===== src/rtl/fcs_pkg.sv =====
package fcs_pkg;
    typedef enum logic [1:0] {
        ST_IDLE = 2'd0,
        ST_WAIT = 2'd1,
        ST_EXEC = 2'd2
    } seq_st_e;

    localparam int STAT_READY_BIT = 0;
    localparam int STAT_ERR_BIT   = 1;
    localparam int STAT_WAIT_BIT  = 2;
    localparam int STAT_EXEC_BIT  = 3;
    localparam int STAT_CODE_LSB  = 8;
endpackage


===== src/rtl/fcs_exec_stub.sv =====
module fcs_exec_stub #(
    parameter int EXEC_CYCLES = 8
) (
    input  logic clk,
    input  logic rst_n,
    input  logic start_i,
    output logic done_o
);
    localparam int CNT_W = $clog2(EXEC_CYCLES + 1);

    typedef struct packed {
        logic             busy;
        logic             done;
        logic [CNT_W-1:0] cnt;
    } stub_t;

    stub_t s_d, s_q;

    always_comb begin
        s_d      = s_q;
        s_d.done = 1'b0;
        if (start_i) begin
            s_d.busy = 1'b1;
            s_d.cnt  = CNT_W'(EXEC_CYCLES);
        end else if (s_q.busy) begin
            if (s_q.cnt == CNT_W'(1)) begin
                s_d.busy = 1'b0;
                s_d.done = 1'b1;
                s_d.cnt  = '0;
            end else begin
                s_d.cnt = s_q.cnt - CNT_W'(1);
            end
        end
    end

    always_ff @(posedge clk or negedge rst_n) begin
        if (!rst_n) s_q <= '0;
        else        s_q <= s_d;
    end

    assign done_o = s_q.done;
endmodule


===== src/rtl/fcs_seq_core.sv =====
module fcs_seq_core
    import fcs_pkg::*;
#(
    parameter int CMD_W = 6
) (
    input  logic             clk,
    input  logic             rst_n,
    input  logic             cmd_wr_i,
    input  logic [CMD_W-1:0] cmd_code_i,
    input  logic             stat_rd_i,
    input  logic             bus_idle_i,
    input  logic             eng_done_i,
    output logic             ready_o,
    output logic             err_o,
    output logic             waiting_o,
    output logic             executing_o,
    output logic             launch_o,
    output logic             cmpl_o,
    output logic [CMD_W-1:0] code_o
);
    typedef struct packed {
        seq_st_e          st;
        logic             ready;
        logic             err;
        logic             launch;
        logic             cmpl;
        logic [CMD_W-1:0] code;
    } core_t;

    core_t c_d, c_q;

    always_comb begin
        c_d        = c_q;
        c_d.launch = 1'b0;
        if (stat_rd_i) c_d.err = 1'b0;
        unique case (c_q.st)
            ST_IDLE: begin
                if (cmd_wr_i) begin
                    c_d.st    = ST_WAIT;
                    c_d.ready = 1'b0;
                    c_d.cmpl  = 1'b0;
                    c_d.code  = cmd_code_i;
                end
            end
            ST_WAIT: begin
                if (cmd_wr_i) c_d.err = 1'b1;
                if (bus_idle_i) begin
                    c_d.st     = ST_EXEC;
                    c_d.launch = 1'b1;
                end
            end
            ST_EXEC: begin
                if (cmd_wr_i) c_d.err = 1'b1;
                if (eng_done_i) begin
                    c_d.st    = ST_IDLE;
                    c_d.ready = 1'b1;
                    c_d.cmpl  = 1'b1;
                end
            end
            default: c_d.st = ST_IDLE;
        endcase
    end

    always_ff @(posedge clk or negedge rst_n) begin
        if (!rst_n) begin
            c_q       <= '0;
            c_q.st    <= ST_IDLE;
            c_q.ready <= 1'b1;
        end else begin
            c_q <= c_d;
        end
    end

    assign ready_o     = c_q.ready;
    assign err_o       = c_q.err;
    assign waiting_o   = (c_q.st == ST_WAIT);
    assign executing_o = (c_q.st == ST_EXEC);
    assign launch_o    = c_q.launch;
    assign cmpl_o      = c_q.cmpl;
    assign code_o      = c_q.code;
endmodule


===== src/rtl/fcs_irq_gen.sv =====
module fcs_irq_gen #(
    parameter int               CMD_W    = 6,
    parameter logic [CMD_W-1:0] QPR_CODE = 6'h0C
) (
    input  logic             clk,
    input  logic             rst_n,
    input  logic             ctrl_wr_i,
    input  logic             ctrl_irq_en_i,
    input  logic             ready_i,
    input  logic             cmpl_i,
    input  logic [CMD_W-1:0] code_i,
    output logic             irq_o
);
    typedef struct packed {
        logic en;
    } ctl_t;

    ctl_t k_d, k_q;

    always_comb begin
        k_d = k_q;
        if (ctrl_wr_i) k_d.en = ctrl_irq_en_i;
    end

    always_ff @(posedge clk or negedge rst_n) begin
        if (!rst_n) k_q <= '0;
        else        k_q <= k_d;
    end

    assign irq_o = ready_i & cmpl_i & k_q.en & (code_i != QPR_CODE);
endmodule


===== src/rtl/flash_cmd_seq.sv =====
module flash_cmd_seq
    import fcs_pkg::*;
#(
    parameter int               CMD_W       = 6,
    parameter logic [CMD_W-1:0] QPR_CODE    = 6'h0C,
    parameter int               EXEC_CYCLES = 8,
    localparam int              STAT_W      = STAT_CODE_LSB + CMD_W
) (
    input  logic              clk,
    input  logic              rst_n,
    input  logic              cmd_wr_i,
    input  logic [CMD_W-1:0]  cmd_code_i,
    input  logic              ctrl_wr_i,
    input  logic              ctrl_irq_en_i,
    input  logic              stat_rd_i,
    input  logic              bus_idle_i,
    output logic              ready_o,
    output logic              irq_o,
    output logic [STAT_W-1:0] stat_o,
    output logic              launch_o,
    output logic [CMD_W-1:0]  launch_code_o
);
    logic             eng_done;
    logic             err, waiting, executing, cmpl;
    logic [CMD_W-1:0] code;

    fcs_seq_core #(.CMD_W(CMD_W)) core_i (
        .clk         (clk),
        .rst_n       (rst_n),
        .cmd_wr_i    (cmd_wr_i),
        .cmd_code_i  (cmd_code_i),
        .stat_rd_i   (stat_rd_i),
        .bus_idle_i  (bus_idle_i),
        .eng_done_i  (eng_done),
        .ready_o     (ready_o),
        .err_o       (err),
        .waiting_o   (waiting),
        .executing_o (executing),
        .launch_o    (launch_o),
        .cmpl_o      (cmpl),
        .code_o      (code)
    );

    fcs_exec_stub #(.EXEC_CYCLES(EXEC_CYCLES)) stub_i (
        .clk     (clk),
        .rst_n   (rst_n),
        .start_i (launch_o),
        .done_o  (eng_done)
    );

    fcs_irq_gen #(.CMD_W(CMD_W), .QPR_CODE(QPR_CODE)) irq_i (
        .clk           (clk),
        .rst_n         (rst_n),
        .ctrl_wr_i     (ctrl_wr_i),
        .ctrl_irq_en_i (ctrl_irq_en_i),
        .ready_i       (ready_o),
        .cmpl_i        (cmpl),
        .code_i        (code),
        .irq_o         (irq_o)
    );

    always_comb begin
        stat_o                          = '0;
        stat_o[STAT_READY_BIT]          = ready_o;
        stat_o[STAT_ERR_BIT]            = err;
        stat_o[STAT_WAIT_BIT]           = waiting;
        stat_o[STAT_EXEC_BIT]           = executing;
        stat_o[STAT_CODE_LSB +: CMD_W]  = code;
    end

    assign launch_code_o = code;
endmodule


===== config.mk =====
export PLATFORM = sky130hd
export DESIGN_NAME = flash_cmd_seq
export DESIGN_NICKNAME = d
export VERILOG_FILES = /design/src/rtl/fcs_pkg.sv /design/src/rtl/fcs_exec_stub.sv /design/src/rtl/fcs_seq_core.sv /design/src/rtl/fcs_irq_gen.sv /design/src/rtl/flash_cmd_seq.sv
export SDC_FILE = /design/constraint.sdc
export NUM_CORES = 1
export LEC_CHECK = 0
export ABC_AREA = 1
export BUFFER_PORTS_ARGS = -buffer_cell sky130_fd_sc_hd__buf_2
export CORE_MARGIN = 5
export CORE_UTILIZATION = 42
export CTS_BUF_LIST = sky130_fd_sc_hd__clkbuf_2 sky130_fd_sc_hd__clkbuf_4 sky130_fd_sc_hd__clkbuf_8
export DETAILED_ROUTE_END_ITERATION = 8
export PLACE_DENSITY = 0.68
export SLEW_MARGIN = 20
export SYNTH_ARGS = -nofsm -noshare
export SYNTH_HDL_FRONTEND = slang
export SYNTH_HIERARCHICAL = 1
export SYNTH_SLANG_ARGS = --single-unit

===== constraint.sdc =====
create_clock -name clk -period 2 [get_ports clk]
set_input_delay 0.3 -clock clk [delete_from_list [all_inputs] [get_ports clk]]
set_output_delay 0.3 -clock clk [all_outputs]
set_load 0.02 [all_outputs]

Yosys cells after proc, flatten, opt, wreduce, memory -nomap -nowiden
Cells that the tools add are included.
{"block": "word_totals", "wordCells": 47, "output_inout_bits": 23, "ff_bits": 19, "in_bits": 13}
{"block": "op_classes", "mux": 19, "bitwise_logic": 3, "eq_ne": 7, "add_sub_neg": 1, "n_reduce_logical": 7}
{"cell": "1-bit 2-to-1 mux", "n": 8}
{"cell": "4-bit 2-to-1 mux", "n": 2}
{"cell": "7-bit 2-to-1 mux", "n": 1}
{"cell": "3-bit 2-to-1 mux", "n": 2}
{"cell": "6-bit 2-to-1 mux", "n": 1}
{"cell": "6-bit by 4-bit inequality test with 1-bit output (second input constant)", "n": 1}
{"cell": "2-bit case mux with 3 select lines", "n": 1}
{"cell": "3-bit AND reduction", "n": 2}
{"cell": "4-bit by 1-bit == test with 1-bit output (second input constant)", "n": 1}
{"cell": "2-bit 2-to-1 mux", "n": 2}
{"cell": "2-bit inequality test (second input constant)", "n": 2}
{"cell": "1-bit case mux with 2 select lines", "n": 2}
{"cell": "2-bit nonzero test", "n": 2}
{"cell": "4-bit by 1-bit subtractor with 4-bit output (second input constant)", "n": 1}
{"cell": "1-bit AND", "n": 3}
{"cell": "2-bit by 1-bit == test with 1-bit output (second input constant)", "n": 1}
{"cell": "2-bit == test (second input constant)", "n": 1}
{"cell": "2-bit logical NOT", "n": 1}
{"cell": "2-bit by 1-bit inequality test with 1-bit output (second input constant)", "n": 1}
{"cell": "2-bit AND reduction", "n": 1}
{"cell": "2-bit OR reduction", "n": 1}

Longest topological paths before layout
Gate-level depths: netlist (run 1).
{"block": "logic_depth", "depth_word": 4, "depth_mapped": 8, "ltp_nobuf": 7}

Cells and area by module
Netlist (run 1), hierarchy kept.
{"module": "fcs_seq_core", "n_inst": 1, "seq_area_each_um2": 301.5, "area_per_inst_um2": 636.9, "cells_per_inst": 74}
{"module": "fcs_exec_stub", "n_inst": 1, "seq_area_each_um2": 150.1, "area_per_inst_um2": 310.3, "cells_per_inst": 38}
{"module": "flash_cmd_seq", "n_inst": 1, "seq_area_each_um2": 0.0, "area_per_inst_um2": 108.9, "cells_per_inst": 15}
{"module": "fcs_irq_gen", "n_inst": 1, "seq_area_each_um2": 25.0, "area_per_inst_um2": 72.6, "cells_per_inst": 13}

Least setup slack after synthesis (run 1)
Ideal clock, no wire load.
{"block": "synth_path", "path_type": "flip-flop to output port", "startpoint": "register core_i.c_q, in the netlist core_i/ready_o", "endpoint": "output port irq_o", "t_arrival_ns": 0.912, "slack_ns": 0.788, "path_buffers": 0, "required_time_ns": 1.700, "path_stages_with_launch": 5, "cell_sequence": "dfstp_2 -> nand2_1 -> nor2_1 -> nand2_1 -> inv_1"}
{"block": "synth_via", "elab_chain_len": 3}
{"element": "from (decl)", "line": "fcs_seq_core.sv:30", "text": "core_t c_d, c_q;"}
{"element": "1-bit AND (3 in a row)", "line": "fcs_irq_gen.sv:30", "text": "assign irq_o = ready_i & cmpl_i & k_q.en & (code_i != QPR_CODE);"}
{"element": "to (decl)", "line": "flash_cmd_seq.sv:18", "text": "output logic irq_o,"}
Every way passes these cells.

Final worst setup path (run 1)
{"block": "layout_path", "startpoint": "register core_i/c_q[10] in the netlist's numbering", "endpoint": "output port stat_o[3]"}
{"block": "layout_via", "elab_chain_len": 1}
{"element": "2-bit == test", "line": "fcs_seq_core.sv:77", "text": "assign executing_o = (c_q.st == ST_EXEC);"}
{"element": "to (decl)", "line": "flash_cmd_seq.sv:19", "text": "output logic [STAT_W-1:0] stat_o,"}
Every way passes these cells.

==> results of run 1 <==
## cell usage after synthesis, types with 2 or more instances
| master | count | area share |
|---|---|---|
| buf_6 | 2 | 0.020 |
| dfrtp_1 | 18 | 0.40 |
| a21oi_1 | 2 | 0.0089 |
| ha_1 | 6 | 0.067 |
| o22ai_1 | 2 | 0.011 |
| o21ai_1 | 2 | 0.0089 |
| nand2_1 | 39 | 0.13 |
| nor2_1 | 6 | 0.020 |
| nand2_2 | 2 | 0.011 |
| nand3_1 | 12 | 0.053 |
| buf_4 | 20 | 0.13 |
| o21ai_0 | 2 | 0.0089 |
| inv_1 | 18 | 0.060 |
## routing by layer
metal / routed length, um / GRT usage
met1: 834 / 0.139
met2: 1070 / 0.209
met3: 163 / 0.0269
met4: 18 / 0.0515
met5: 0 / 0
## layout make-up
type / instances / area share
Sequential cell: 19 / 0.397
Multi-Input combinational cell: 81 / 0.340
Timing Repair Buffer: 32 / 0.138
Inverter: 21 / 0.0688
Tap cell: 30 / 0.0313
Clock buffer: 4 / 0.0250
## worst max-delay path by stage
stage | start | end | slack, ps
floorplan | core_i/ready_o | irq_o | 790
global placement | core_i/c_q[10] | core_i/code_o[4] | 700
detailed placement | core_i/c_q[11] | core_i/code_o[4] | 630
CTS | core_i/ready_o | irq_o | 440
global route | core_i/c_q[10] | stat_o[3] | 350
finish | core_i/c_q[10] | stat_o[3] | 460
## sequential cells by signal, indices dropped and copies added, names as in the netlist
signal           flops
core_i/cmpl_o        1
core_i/err_o         1
core_i/code_o        6
core_i/ready_o       1
stub_i/s_q           5
irq_i/k_q            1
core_i/c_q           2
core_i/launch_o      1
stub_i/done_o        1
## worst register-to-register path: cells and delay by family, from the launching register on
family,cells,cell delay [ps]
adders and majority gates,1,360
buffers and inverters,1,110
DFF,1,420
and+or+nand+nor,3,380
## power by group
group | total (uW) | switching (uW) | internal [uW]
logic | 1000 | 658 | 345
registers | 682 | 131 | 551
clock network | 205 | 114 | 91.0
total | 1890 | 903 | 987
## through the flow
stage / total power, uW / area [sq um] / setup slack, ps
2_1_floorplan: 1630 / 1140 / 788
3_3_place_gp: 1660 / 1160 / 699
3_5_place_dp: 1710 / 1160 / 632
4_1_cts: 1920 / 1200 / 437
5_1_grt: 2090 / 1200 / 347
6_report: 1890 / 1200 / 462
## logic make-up (layout without fill, tap and decap cells)
group                    after synthesis  in the layout  synth area share
AND/OR/NAND/NOR                       63             63             0.244
buffers and inverters                 43             57             0.226
flip-flops                            19             19             0.422
AO/OA/AOI/OAI                          8              8            0.0377
adder cells (fa/ha/maj)                6              6            0.0665
other                                  1              4           0.00332
## what timing repair did
action | in CTS | in global routing
hold buffers | 1 | 0
buffers inserted | 0 | 0
endpoints found under the hold margin | 18 | 0
==> impl_results.md, run 1 <==
- Number of cells on the critical path: 3
- DR iter-0 viols: 27
- Hold Vio Cnt, Final: 0
- DP Wirelength: approximately 1.7 mm
- Setup crit end kind: primary output
- Chip height: around 62 um
- CP Data Required Time: ~1700 ps
- Critical Path Max Stage Delay: between 400 and 500 ps
- Worst reg2reg path depth: 5
- Arrival time worst endpoint: approximately 1200 ps
- Storage cell area: between 400 and 500 sq um
- Yosys reg bits: 19
- CTS H-tree lvls: 1
- Crit Path Max Fanout: 4
- Most common cell after layout, fill and taps aside: nand2_1
- RSZ-0062 raised after global routing: false
- Fin util: 0.476
- Overall die width: about 60 um
- Run status: complete, no violations
- Root Driver: clkbuf_4
- Crit Reg-Reg Endpoint: core_i/code_o[4]
- Setup CP Type: reg2out
- TritonCTS buffer count: 3
- Highest Clock Rate: approximately 650 MHz
- Nets: roughly 180
- Reg clk slew, reported paths: between 100 and 150 ps
- Hold path startpoint: ctrl_wr_i
- Cells after Synth: between 100 and 150
- Initial core utilization: 0.447
- Crit path max-delay cell type: dfrtp_1
- Final-layout fill cell count: roughly 250
- Clock Path Buffers: 2
- Pin count of the biggest net entering global routing: 20
- Die ar.: 3820 sq um
- CTS tree: yes
- Ports: 36
- Hold depth: 2
- Multi-input gate area: 408 sq um
- Synth-to-Final Area Change: 6.32%
- Top_reg_cell synth: dfrtp_1
- Hold crit path type: in2reg
- Crit start category: register
- Buffers & Inverters on Critical Path: 2
- Worst vdd rail ir drop: between 0.7 and 0.8 mV
- Core Area: between 2000 and 3000 sq um
- Crit share post-route: 0.769
- Share of cells above drive strength 1: 0.274
- Grt total ovfl: 0
- Final std cells w/o fill: 187
- Inserted Diodes: 0
- Pins over their slew limit: 0
- Synth Cell Area: 1130 sq um
- Clk sink count: 19
- Row Count: 18
- WHS: between 200 and 250 ps
- Placer congestion estimate: between 0.8 and 0.9
- Final min period: around 1500 ps
- CP delay by family, top: flip-flops
- Critical path, cell by cell: inv_1 > ha_1 > buf_2
- Initial antenna violation count: 0
- Post-synth EDFFs: 0
- Total Routed Length: approximately 2.1 mm
- Yosys warning total: 6
- Dpl cells: 182
- IO Port Bufs: 31
- Vias in the first global route: between 700 and 800
- Avg WL per Cell: 11.1 um
- RR Startpoint: core_i/c_q[11]
- Pwr Density: approximately 1600 nW/um^2
- Static leakage: a little over 0.0007 uW
- Hold path endpoint: irq_i/k_q
- Via/cell ratio: 4.47
- DR DRC count: 0
- Setup violators final: 0
- Clk Latency, worst-skew pair: 290 ps
- Via count: around 840
- Max Cap Viol: 0
- GRT Total Usage: 0.119
- Post-synthesis sequential area ratio: 0.422
- Post-route setup TNS: 0 ps
- Pre-Repair DR Iteration Count: 5
- Clock skew: roughly 3.4 ps
- First-pass GRT wire length: 3.31 mm
- Post-route ant nets: 0
- Post-synth cell types: 22
- Synth async-reset ratio: 1.00
- Avg Cell Area, Syn: just over 8 sq um
- Most frequent cells in the layout: nand2_1 (39), buf_2 (31), inv_1 (18), dfrtp_1 (18), nand3_1 (12)
- Post-CTS sizing: 0
- Slack of the worst reg-to-reg path: 630 ps
Note: power is estimated with default switching activity, not from simulation.
==> inputs of run 2 (changes only) <==
- PLACE_DENSITY: 0.68 -> 0.71
- clock period: 2 -> 1.3 ns (I/O delays scaled with it)
==> impl_results.md, run 2 (same netlist as run 1, synthesis figures left out) <==
- Run status: finished with violations
- WHS: 92.1 ps (-108 ps)
- Pin count of the biggest net entering global routing: 20 (unchanged)
- First-pass GRT wire length: 3.51 mm (+6.3%)
- Most common cell after layout, fill and taps aside: nand2_1
- Placer congestion estimate: 0.822 (+1.5%)
- Hold Vio Cnt, Final: 0 (unchanged)
- Crit path max-delay cell type: dfstp_2
- Core Area: 2520 sq um (unchanged)
- Grt total ovfl: 0 (unchanged)
- Reg clk slew, reported paths: 110 ps (about the same)
- DR iter-0 viols: 30 (+11%)
- TritonCTS buffer count: 3 (unchanged)
- GRT Total Usage: 0.126 (+0.00674)
- Setup crit end kind: primary output
- Failing checks: setup timing
- CTS H-tree lvls: 1 (unchanged)
- Share of cells above drive strength 1: 0.337 (+0.0635)
- Row Count: 18 (unchanged)
- Pwr Total: 3160 uW (+67%)
- Final min period: around 1400 ps
- IO Port Bufs: 31 (unchanged)
- CP Launch Point: core_i/ready_o
- Post-route setup TNS: -209 ps (-209 ps)
- Root Driver: clkbuf_4
- RSZ-0062 raised after global routing: true
- Highest Clock Rate: approximately 700 MHz
- Clk Latency, worst-skew pair: 300 ps (about the same)
- Via count: 897 (+7.4%)
- Avg WL per Cell: 11.1 um (-0.36%)
- Clk sink count: 19 (unchanged)
- Vias in the first global route: 836 (+7.2%)
- Post-route ant nets: 0 (unchanged)
- Clock skew: 1.83 ps (-1.59 ps)
- Critical Path Max Stage Delay: 550 ps (+140 ps)
- Die ar.: 3820 sq um (unchanged)
- Inserted Diodes: 0 (unchanged)
- Initial antenna violation count: 0 (unchanged)
- Setup CP Type: reg2out
- Synth-to-Final Area Change: 16.2%
- Clock Path Buffers: 2 (unchanged)
- Ports: 36 (unchanged)
- RR Startpoint: core_i/c_q[10]
- Setup violators final: 5 (+5)
- Min setup slack post-route: -96.8 ps (-559 ps)
- Worst vdd rail ir drop: 1.32 mV (+76%)
- DP Wirelength: 1.64 mm (-2.2%)
- Pwr Density: 2410 nW/um^2 (+53%)
- CP Data Required Time: 1110 ps (-590 ps)
- Overall die width: 61.8 um (unchanged)
- CTS tree: yes
- Critical path, cell by cell: nand2_1 > nor2_1 > nand2_1 > inv_1 > buf_6
- Pins over their slew limit: 0 (unchanged)
- DR DRC count: 0 (unchanged)
- Hold path startpoint: stat_rd_i
- Chip height: 61.8 um (unchanged)
- Crit start category: register
- Max FFs per register: 6 (unchanged)
- Nets: 183 (+3.4%)
- Crit Path Max Fanout: 2 (-2)
- Via/cell ratio: 4.65 (+4.1%)
- Hold crit path type: in2reg
- Max Cap Viol: 0 (unchanged)
- Fin util: 0.520 (+0.0441)
- Initial core utilization: 0.447 (unchanged)
- Most frequent cells in the layout: nand2_1 (39), buf_2 (26), dfrtp_1 (17), inv_1 (16), nand3_1 (12)
- Arrival time worst endpoint: 1200 ps (-40 ps)
- Pre-Repair DR Iteration Count: 4 (-1)
- Static leakage: 0.000753 uW (+4.8%)
- Crit share post-route: 1.07
- Most used cell, CP: nand2_1
- Total Routed Length: 2.14 mm (+2.8%)
[run 2: area by class of cell]
class                           count  area (sq um)
Tap cell                           30          37.5
Timing Repair Buffer               38           245
Clock buffer                        4          30.0
Multi-Input combinational cell     81           435
Inverter                           21          85.1
Fill cell                         245          1210
Sequential cell                    19           478
[run 2: per-layer routing]
| metal | share of wire | vias to the layer above | GRT usage | wire [um] |
|---|---|---|---|---|
| li1 | - | 449 | - | - |
| met1 | 0.39 | 402 | 0.144 | 844 |
| met2 | 0.49 | 40 | 0.223 | 1040 |
| met3 | 0.10 | 6 | 0.0434 | 218 |
| met4 | 0.017 | 0 | 0.0364 | 36 |
| met5 | 0 | - | 0 | 0 |
[run 2: metrics by stage]
step	setup WS [ps]	instance area (sq um)	cells
finish	-96.8	1310	193
global route	-164	1310	193
CTS	-112	1260	189
detailed placement	63.6	1170	183
global placement	96.9	1170	183
floorplan	167	1140	143
[run 2: power by group]
group | leakage (uW) | internal, uW | switching [uW] | total, uW
sequential | 0.000232 | 849 | 219 | 1070
combinational | 0.000502 | 696 | 1070 | 1770
clock | 0.0000184 | 141 | 187 | 327
total | 0.000753 | 1690 | 1480 | 3160
[run 2: repair_timing]
item	CTS	global route
hold endpoints to repair	18	0
pin swaps	2	1
buffers inserted	1	4
gates resized for setup	14	6
setup endpoints to repair	3	15
hold buffers	1	0
[run 2: worst max-delay path, delay by kind of cell, from the launching register on]
kind | cells | cell delay, ps
flops | 1 | 550
simple gates | 3 | 180
buf+inv | 2 | 170
[run 2: worst paths after layout]
kind / end / slack [ps] / depth (start not counted)
worst max-delay path: irq_o / -100 / 5
worst min-delay path: core_i/err_o / 90 / 2
worst max register to register: core_i/c_q[11] / 120 / 7
worst min register to register: core_i/cmpl_o / 490 / 2
max in group asynchronous: core_i/ready_o / 630 / 2
min in group asynchronous: irq_i/k_q / 350 / 2
